===== src/rtl/subrange_pkg.sv =====
package subrange_pkg;
  typedef enum logic [2:0] {ST_IDLE, ST_P1, ST_P2, ST_P3, ST_FIN} seq_state_t;
  localparam logic [1:0] GAIN_X1  = 2'b00;
  localparam logic [1:0] GAIN_X32 = 2'b01;
  localparam logic [1:0] GAIN_X1K = 2'b10;
endpackage


===== src/rtl/subrange_merge.sv =====
// Shifts a running estimate up by one pass and adds a mid-centred remainder.
module subrange_merge #(
  parameter int CODE_W = 7,
  parameter int SHIFT  = 5,
  parameter int ACC_W  = 19
) (
  input  logic signed [ACC_W-1:0]  acc_i,
  input  logic        [CODE_W-1:0] code_i,
  output logic signed [ACC_W-1:0]  sum_o
);
  localparam logic signed [ACC_W-1:0] MID = ACC_W'(2 ** (CODE_W - 1));
  logic signed [ACC_W-1:0] rem;

  assign rem   = $signed({{(ACC_W-CODE_W){1'b0}}, code_i}) - MID;
  assign sum_o = (acc_i <<< SHIFT) + rem;
endmodule


===== src/rtl/subrange_sat.sv =====
// Clamps a signed value into the unsigned range 0 .. 2^OUT_W-1.
module subrange_sat #(
  parameter int IN_W  = 19,
  parameter int OUT_W = 12
) (
  input  logic signed [IN_W-1:0] val_i,
  output logic        [OUT_W-1:0] sat_o
);
  localparam logic signed [IN_W-1:0] TOP = $signed({{(IN_W-OUT_W){1'b0}}, {OUT_W{1'b1}}});

  always_comb begin
    if (val_i < 0)        sat_o = '0;
    else if (val_i > TOP) sat_o = '1;
    else                  sat_o = val_i[OUT_W-1:0];
  end
endmodule


===== src/rtl/subrange_bytes.sv =====
// Sends a word most significant byte first, one strobed byte per cycle.
module subrange_bytes #(
  parameter int WORD_W = 16,
  parameter int BYTE_W = 8
) (
  input  logic              clk,
  input  logic              rst_n,
  input  logic              load_i,
  input  logic [WORD_W-1:0] word_i,
  output logic [BYTE_W-1:0] byte_o,
  output logic              stb_o
);
  localparam int NBYTES = WORD_W / BYTE_W;
  localparam int CNT_W  = $clog2(NBYTES + 1);

  logic [WORD_W-1:0] sh_q;
  logic [CNT_W-1:0]  left_q;

  always_ff @(posedge clk) begin
    if (!rst_n) begin
      sh_q   <= '0;
      left_q <= '0;
      byte_o <= '0;
      stb_o  <= 1'b0;
    end else if (load_i) begin
      byte_o <= word_i[WORD_W-1 -: BYTE_W];
      sh_q   <= word_i << BYTE_W;
      left_q <= CNT_W'(NBYTES - 1);
      stb_o  <= 1'b1;
    end else if (left_q != '0) begin
      byte_o <= sh_q[WORD_W-1 -: BYTE_W];
      sh_q   <= sh_q << BYTE_W;
      left_q <= left_q - 1'b1;
      stb_o  <= 1'b1;
    end else begin
      stb_o  <= 1'b0;
    end
  end
endmodule


===== src/rtl/subrange_ctrl.sv =====
// Pass sequencer: DAC, gain, hold, running estimate and result register.
module subrange_ctrl
  import subrange_pkg::*;
#(
  parameter int CODE_W = 7,
  parameter int SHIFT  = 5,
  parameter int ACC_W  = 19,
  parameter int DAC_W  = 12,
  parameter int RES_W  = 16
) (
  input  logic                    clk,
  input  logic                    rst_n,
  input  logic                    start_i,
  input  logic                    valid_i,
  input  logic [CODE_W-1:0]       code_i,
  input  logic signed [ACC_W-1:0] merged_i,
  input  logic [DAC_W-1:0]        dac_clamped_i,
  input  logic [RES_W-1:0]        final_i,
  input  logic                    clip_i,
  output logic                    ready_o,
  output logic [DAC_W-1:0]        dac_o,
  output logic [1:0]              gain_o,
  output logic                    hold_o,
  output logic                    busy_o,
  output logic signed [ACC_W-1:0] acc_o,
  output logic [RES_W-1:0]        result_o,
  output logic                    ovr_o,
  output logic                    load_o
);
  localparam logic [DAC_W-1:0] DAC_MID = DAC_W'(2 ** (DAC_W - 1));

  seq_state_t state_q;
  logic       take;

  assign ready_o = (state_q == ST_P1) || (state_q == ST_P2) || (state_q == ST_P3);
  assign take    = valid_i && ready_o;
  assign load_o  = (state_q == ST_FIN);

  always_ff @(posedge clk) begin
    if (!rst_n) begin
      state_q  <= ST_IDLE;
      dac_o    <= DAC_MID;
      gain_o   <= GAIN_X1;
      hold_o   <= 1'b0;
      busy_o   <= 1'b0;
      acc_o    <= '0;
      result_o <= '0;
      ovr_o    <= 1'b0;
    end else begin
      case (state_q)
        ST_IDLE: if (start_i) begin
          state_q <= ST_P1;
          busy_o  <= 1'b1;
          hold_o  <= 1'b1;
          dac_o   <= DAC_MID;
          gain_o  <= GAIN_X1;
        end
        ST_P1: if (take) begin
          acc_o   <= $signed({{(ACC_W-CODE_W){1'b0}}, code_i});
          dac_o   <= {code_i, {SHIFT{1'b0}}};
          gain_o  <= GAIN_X32;
          state_q <= ST_P2;
        end
        ST_P2: if (take) begin
          acc_o   <= merged_i;
          dac_o   <= dac_clamped_i;
          gain_o  <= GAIN_X1K;
          state_q <= ST_P3;
        end
        ST_P3: if (take) begin
          acc_o   <= merged_i;
          hold_o  <= 1'b0;
          dac_o   <= DAC_MID;
          gain_o  <= GAIN_X1;
          state_q <= ST_FIN;
        end
        ST_FIN: begin
          result_o <= final_i;
          ovr_o    <= clip_i;
          busy_o   <= 1'b0;
          state_q  <= ST_IDLE;
        end
        default: state_q <= ST_IDLE;
      endcase
    end
  end
endmodule


===== src/rtl/subrange_seq.sv =====
module subrange_seq #(
  parameter int CODE_W = 7,
  parameter int SHIFT  = 5,
  parameter int BYTE_W = 8
) (
  input  logic                       clk,
  input  logic                       rst_n,
  input  logic                       start_i,
  input  logic                       flash_valid_i,
  input  logic [CODE_W-1:0]          flash_code_i,
  output logic                       flash_ready_o,
  output logic [CODE_W+SHIFT-1:0]    dac_code_o,
  output logic [1:0]                 gain_sel_o,
  output logic                       hold_o,
  output logic                       busy_o,
  output logic [CODE_W+2*SHIFT-2:0]  result_o,
  output logic                       overrange_o,
  output logic [BYTE_W-1:0]          byte_o,
  output logic                       byte_stb_o
);
  localparam int DAC_W = CODE_W + SHIFT;
  localparam int SUM_W = CODE_W + 2 * SHIFT;
  localparam int RES_W = SUM_W - 1;
  localparam int ACC_W = SUM_W + 2;

  logic signed [ACC_W-1:0] acc_q, merged;
  logic [DAC_W-1:0]        dac_clamped;
  logic [SUM_W-1:0]        final_full;
  logic                    clip, load;

  subrange_merge #(.CODE_W(CODE_W), .SHIFT(SHIFT), .ACC_W(ACC_W)) u_merge (
    .acc_i(acc_q), .code_i(flash_code_i), .sum_o(merged)
  );

  subrange_sat #(.IN_W(ACC_W), .OUT_W(DAC_W)) u_dac_sat (
    .val_i(merged), .sat_o(dac_clamped)
  );

  subrange_sat #(.IN_W(ACC_W), .OUT_W(SUM_W)) u_fin_sat (
    .val_i(acc_q), .sat_o(final_full)
  );

  assign clip = ($signed({{(ACC_W-SUM_W){1'b0}}, final_full}) != acc_q);

  subrange_ctrl #(
    .CODE_W(CODE_W), .SHIFT(SHIFT), .ACC_W(ACC_W), .DAC_W(DAC_W), .RES_W(RES_W)
  ) u_ctrl (
    .clk(clk), .rst_n(rst_n), .start_i(start_i),
    .valid_i(flash_valid_i), .code_i(flash_code_i),
    .merged_i(merged), .dac_clamped_i(dac_clamped),
    .final_i(final_full[SUM_W-1 -: RES_W]), .clip_i(clip),
    .ready_o(flash_ready_o), .dac_o(dac_code_o), .gain_o(gain_sel_o),
    .hold_o(hold_o), .busy_o(busy_o), .acc_o(acc_q),
    .result_o(result_o), .ovr_o(overrange_o), .load_o(load)
  );

  subrange_bytes #(.WORD_W(RES_W), .BYTE_W(BYTE_W)) u_bytes (
    .clk(clk), .rst_n(rst_n), .load_i(load),
    .word_i(final_full[SUM_W-1 -: RES_W]),
    .byte_o(byte_o), .stb_o(byte_stb_o)
  );
endmodule


===== config.mk =====
export PLATFORM = sky130hd
export DESIGN_NAME = subrange_seq
export DESIGN_NICKNAME = d
export VERILOG_FILES = /design/src/rtl/subrange_pkg.sv /design/src/rtl/subrange_merge.sv /design/src/rtl/subrange_sat.sv /design/src/rtl/subrange_bytes.sv /design/src/rtl/subrange_ctrl.sv /design/src/rtl/subrange_seq.sv
export SDC_FILE = /design/constraint.sdc
export NUM_CORES = 1
export LEC_CHECK = 0
export ABC_CLOCK_PERIOD_IN_PS = 7480
export BUFFER_PORTS_ARGS = -buffer_cell sky130_fd_sc_hd__buf_2
export CAP_MARGIN = 10
export CORE_MARGIN = 2
export CORE_UTILIZATION = 35
export DETAILED_ROUTE_END_ITERATION = 10
export REMOVE_ABC_BUFFERS = 1
export SYNTH_ARGS = -nofsm -noshare
export SYNTH_HDL_FRONTEND = slang
export SYNTH_HIERARCHICAL = 1
export SYNTH_SLANG_ARGS = --single-unit

===== constraint.sdc =====
create_clock -name clk -period 7.48 [get_ports clk]
set_input_delay 0.374 -clock clk [delete_from_list [all_inputs] [get_ports clk]]
set_output_delay 0.374 -clock clk [all_outputs]
set_load 0.05 [all_outputs]

==> run_results.csv <==
group,metric,value,unit
run_status,status,"finished, final reports clean",
global_routing,antenna_found_initial,0,
worst_setup_path,critPathMaxFanout,12,
drt,ant_nets,0,
global_routing,first_global_vias,3493,
floorplan,io_pins,54,
pwr,p_per_area,232,nW/µm²
sta,worst_slack,3.64,ns
pwr,clkPwrFrac,0.377,
floorplan,start_util,0.355,
sta,report.final.slew_viol_count,0,
clock_network,clkTransAtPathRegs,0.06,ns
clock_network,post_cts_resized,0,
pwr,p_int,0.000794,W
synthesis,synth_area_per_cell,8.93,µm²
synthesis,netlist.area_leader.share,0.333,
drt,wirelength,11200,µm
global_routing,grt_pass1_wl,17900,µm
synthesis,async_reset_ff_frac,0,
synthesis,synth_area,4450,µm²
global_routing,overflow,0,
clock_network,cts_hold_buf,0,
sta,fmax,0.260,GHz
clock_network,clockBufferDepth,2,
final_layout,final_nets,551,
pwr,irDropWorstVdd,0.131,mV
sta,fin_tns_setup,0,ns
pwr,p_seq_frac,0.376,
synthesis,ys_seq_area_frac,0.333,
floorplan,rows,41,
pwr,p_switching,0.000367,W
sta,rsz0062_at_grt,"no",
global_routing,grt_max_degree,45,
final_layout,final_util,0.400,
sta,max_slew.worst_pin.slew,1.23,ns
pwr,p_leak,2.03,nW
drt,initialDrtViolationCount,230,
clock_network,cts-root-buf,"clkbuf_16",
final_layout,drive_gt1_frac,0.204,
drt,remaining_drc_errors,0,
final_layout,num_antenna_cells,0,
sta,setup_viol,0,
final_layout,final_cell_count_no_fill,702,
clock_network,cts_tree,"built",
synthesis,syn_inst,498,
synthesis,ys_top_cells_by_area,"dfxtp_1 33%, a21oi_1 7.2%, mux2i_1 7.2%, ha_1 3.9%, xnor2_1 3.9%",
worst_setup_path,critPathKind,"reg -> reg",
floorplan,die_h,117,µm
sta,maxSlewHeadroom,0.179,
flow_run,cap_violations,0,
worst_setup_path,crit_required,7.68,ns
placement,dp_hpwl,7860,µm
worst_setup_path,start_kind,"flip-flop",
synthesis,ys.flop_type,"dfxtp_1",
synthesis,yosysMostFrequentCell,"dfxtp_1",
drt,first_pass_iters,5,
clock_network,clk_latency,0.34,ns
clock_network,numCtsBuffers,9,
drt,routedWlPerCell,15.9,µm
sta,fin_skew,0.00417,ns
placement,port_buffers,53,
final_layout,fin_area,5010,µm²
synthesis,ys_types,60,
sta,post-route-period-util,0.513,
global_routing,grtUsageTotal,0.170,
sta,fin_crit,3.84,ns
placement,pre_cts_ws,3.48,ns
worst_hold_path,hp-class,"in -> reg",
final_layout,syn_to_final_growth,12.7,%
clock_network,post_cts_buffers,0,
clock_network,h-tree-depth,3,
drt,vias,3737,
floorplan,dieArea,13600,µm²
synthesis,synth_seq_cells,74,
clock_network,cts_sinks,74,
drt,routed_via_density,5.32,
placement,placed_cells,684,
worst_setup_path,crit_arrival,4.04,ns
worst_setup_path,cp-end-kind,"flip-flop",
synthesis,synth-warning-count,6,
pwr,sw_frac_of_total,0.316,
floorplan,core_area,12500,µm²
placement,placed_cell_area,4690,µm²
floorplan,die_w,117,µm
sta,hold_violations,0,
placement,gp_congestion,0.896,
synthesis,synth_area_leader_cell,"dfxtp_1",
synthesis,synthTopCellsByCount,"74 x dfxtp_1, 64 x a21oi_1, 34 x nand2_1, 32 x mux2i_1, 26 x nor2_1",
pwr,power_frac_comb,0.247,
synthesis,synth_edf_count,0,
==> placed cells by master, fill, tap and decap left out, types with 3 or more instances in the layout <==
| cell | synthesis | final |
|---|---|---|
| nor2b_1 | 12 | 12 |
| and3b_1 | 13 | 13 |
| o21ai_0 | 21 | 21 |
| a211oi_1 | 16 | 16 |
| nand2b_1 | 3 | 3 |
| nand3b_1 | 8 | 8 |
| nor3_1 | 18 | 18 |
| xnor2_1 | 20 | 20 |
| o21a_1 | 3 | 3 |
| a21oi_1 | 64 | 64 |
| nand2_1 | 34 | 34 |
| xor2_1 | 9 | 9 |
| nor2_1 | 26 | 25 |
| buf_2 | 14 | 53 |
| mux2i_1 | 32 | 32 |
| ha_1 | 14 | 14 |
| nand4_1 | 3 | 3 |
| buf_4 | 7 | 5 |
| inv_1 | 8 | 8 |
| clkinv_2 | 0 | 3 |
| o21ba_2 | 9 | 9 |
| o211ai_2 | 9 | 9 |
| o211ai_1 | 7 | 7 |
| clkbuf_16 | 0 | 9 |
| nand3_1 | 3 | 3 |
| o21ba_1 | 10 | 10 |
| dfxtp_1 | 74 | 74 |
==> state kept, by name (all words and copies together) (netlist names) <==
name	cells
u_bytes/byte_o	8
u_bytes/left_q	2
u_bytes/sh_q	8
u_bytes/stb_o	1
u_ctrl/acc_o	19
u_ctrl/busy_o	1
u_ctrl/dac_o	12
u_ctrl/gain_o	2
u_ctrl/hold_o	1
u_ctrl/ovr_o	1
u_ctrl/result_o	16
u_ctrl/state_q	3
==> path summary, 6_finish.rpt <==
check | slack [ns] | depth (start not counted) | start | to
worst max register to register | 3.64 | 12 | u_ctrl/acc_o[0] | u_ctrl/dac_o[11]
worst min register to register | 0.46 | 2 | u_ctrl/dac_o[1] | u_ctrl/dac_o[1]
worst min-delay path | 0.30 | 2 | rst_n | u_ctrl/dac_o[11]
worst max-delay path | 3.64 | 12 | u_ctrl/acc_o[0] | u_ctrl/dac_o[11]
==> stage by stage <==
| stage | total power (W) | hold slack, ns |
|---|---|---|
| after floorplan | 0.000656 | 0.441 |
| after global placement | 0.000724 | 0.454 |
| after detailed placement | 0.000727 | 0.460 |
| after CTS | 0.00117 | 0.299 |
| after global routing | 0.00121 | 0.309 |
| final | 0.00116 | 0.304 |
==> kinds of logic after synthesis <==
family                   after synthesis  synth area share
AO/OA/AOI/OAI                        159             0.254
XOR/XNOR                              29            0.0571
adder cells (fa/ha/maj)               15            0.0439
buffers and inverters                 52            0.0681
flip-flops                            74             0.333
multiplexers                          32            0.0720
AND/OR/NAND/NOR                      137             0.172
==> final cells by class <==
type	instances	area [µm²]
Inverter	10	37.5
Clock inverter	5	52.6
Timing Repair Buffer	58	303
Sequential cell	74	1480
Fill cell	1285	7500
Clock buffer	11	253
Multi-Input combinational cell	372	2670
Tap cell	172	215
==> power groups by stage <==
stage,sequential [W],combinational [W],clock [W]
2_1_floorplan,0.000461,0.000195,0
3_3_place_gp,0.000444,0.000280,0
3_5_place_dp,0.000445,0.000283,0
4_1_cts,0.000436,0.000284,0.000447
5_1_grt,0.000439,0.000312,0.000464
6_report,0.000436,0.000287,0.000438
==> per-layer routing <==
layer,vias up,track usage,wire [µm]
li1,1843,-,-
met1,1755,0.227,5190
met2,118,0.267,5130
met3,21,0.0431,607
met4,0,0.0612,227
met5,-,0,0
==> worst max-delay path: stages, from the launching register on <==
cell       delay [ns]
dfxtp_1          0.37
ha_1             0.26
fa_1             0.43
a211o_2          0.40
a2111oi_4        0.36
o21bai_2         0.13
a31oi_1          0.22
xnor2_1          0.15
nor4_4           0.71
a21oi_1          0.15
nor3b_1          0.23
o21ba_2          0.16
o2111ai_2        0.11
Power figures use the tool's default switching activity.
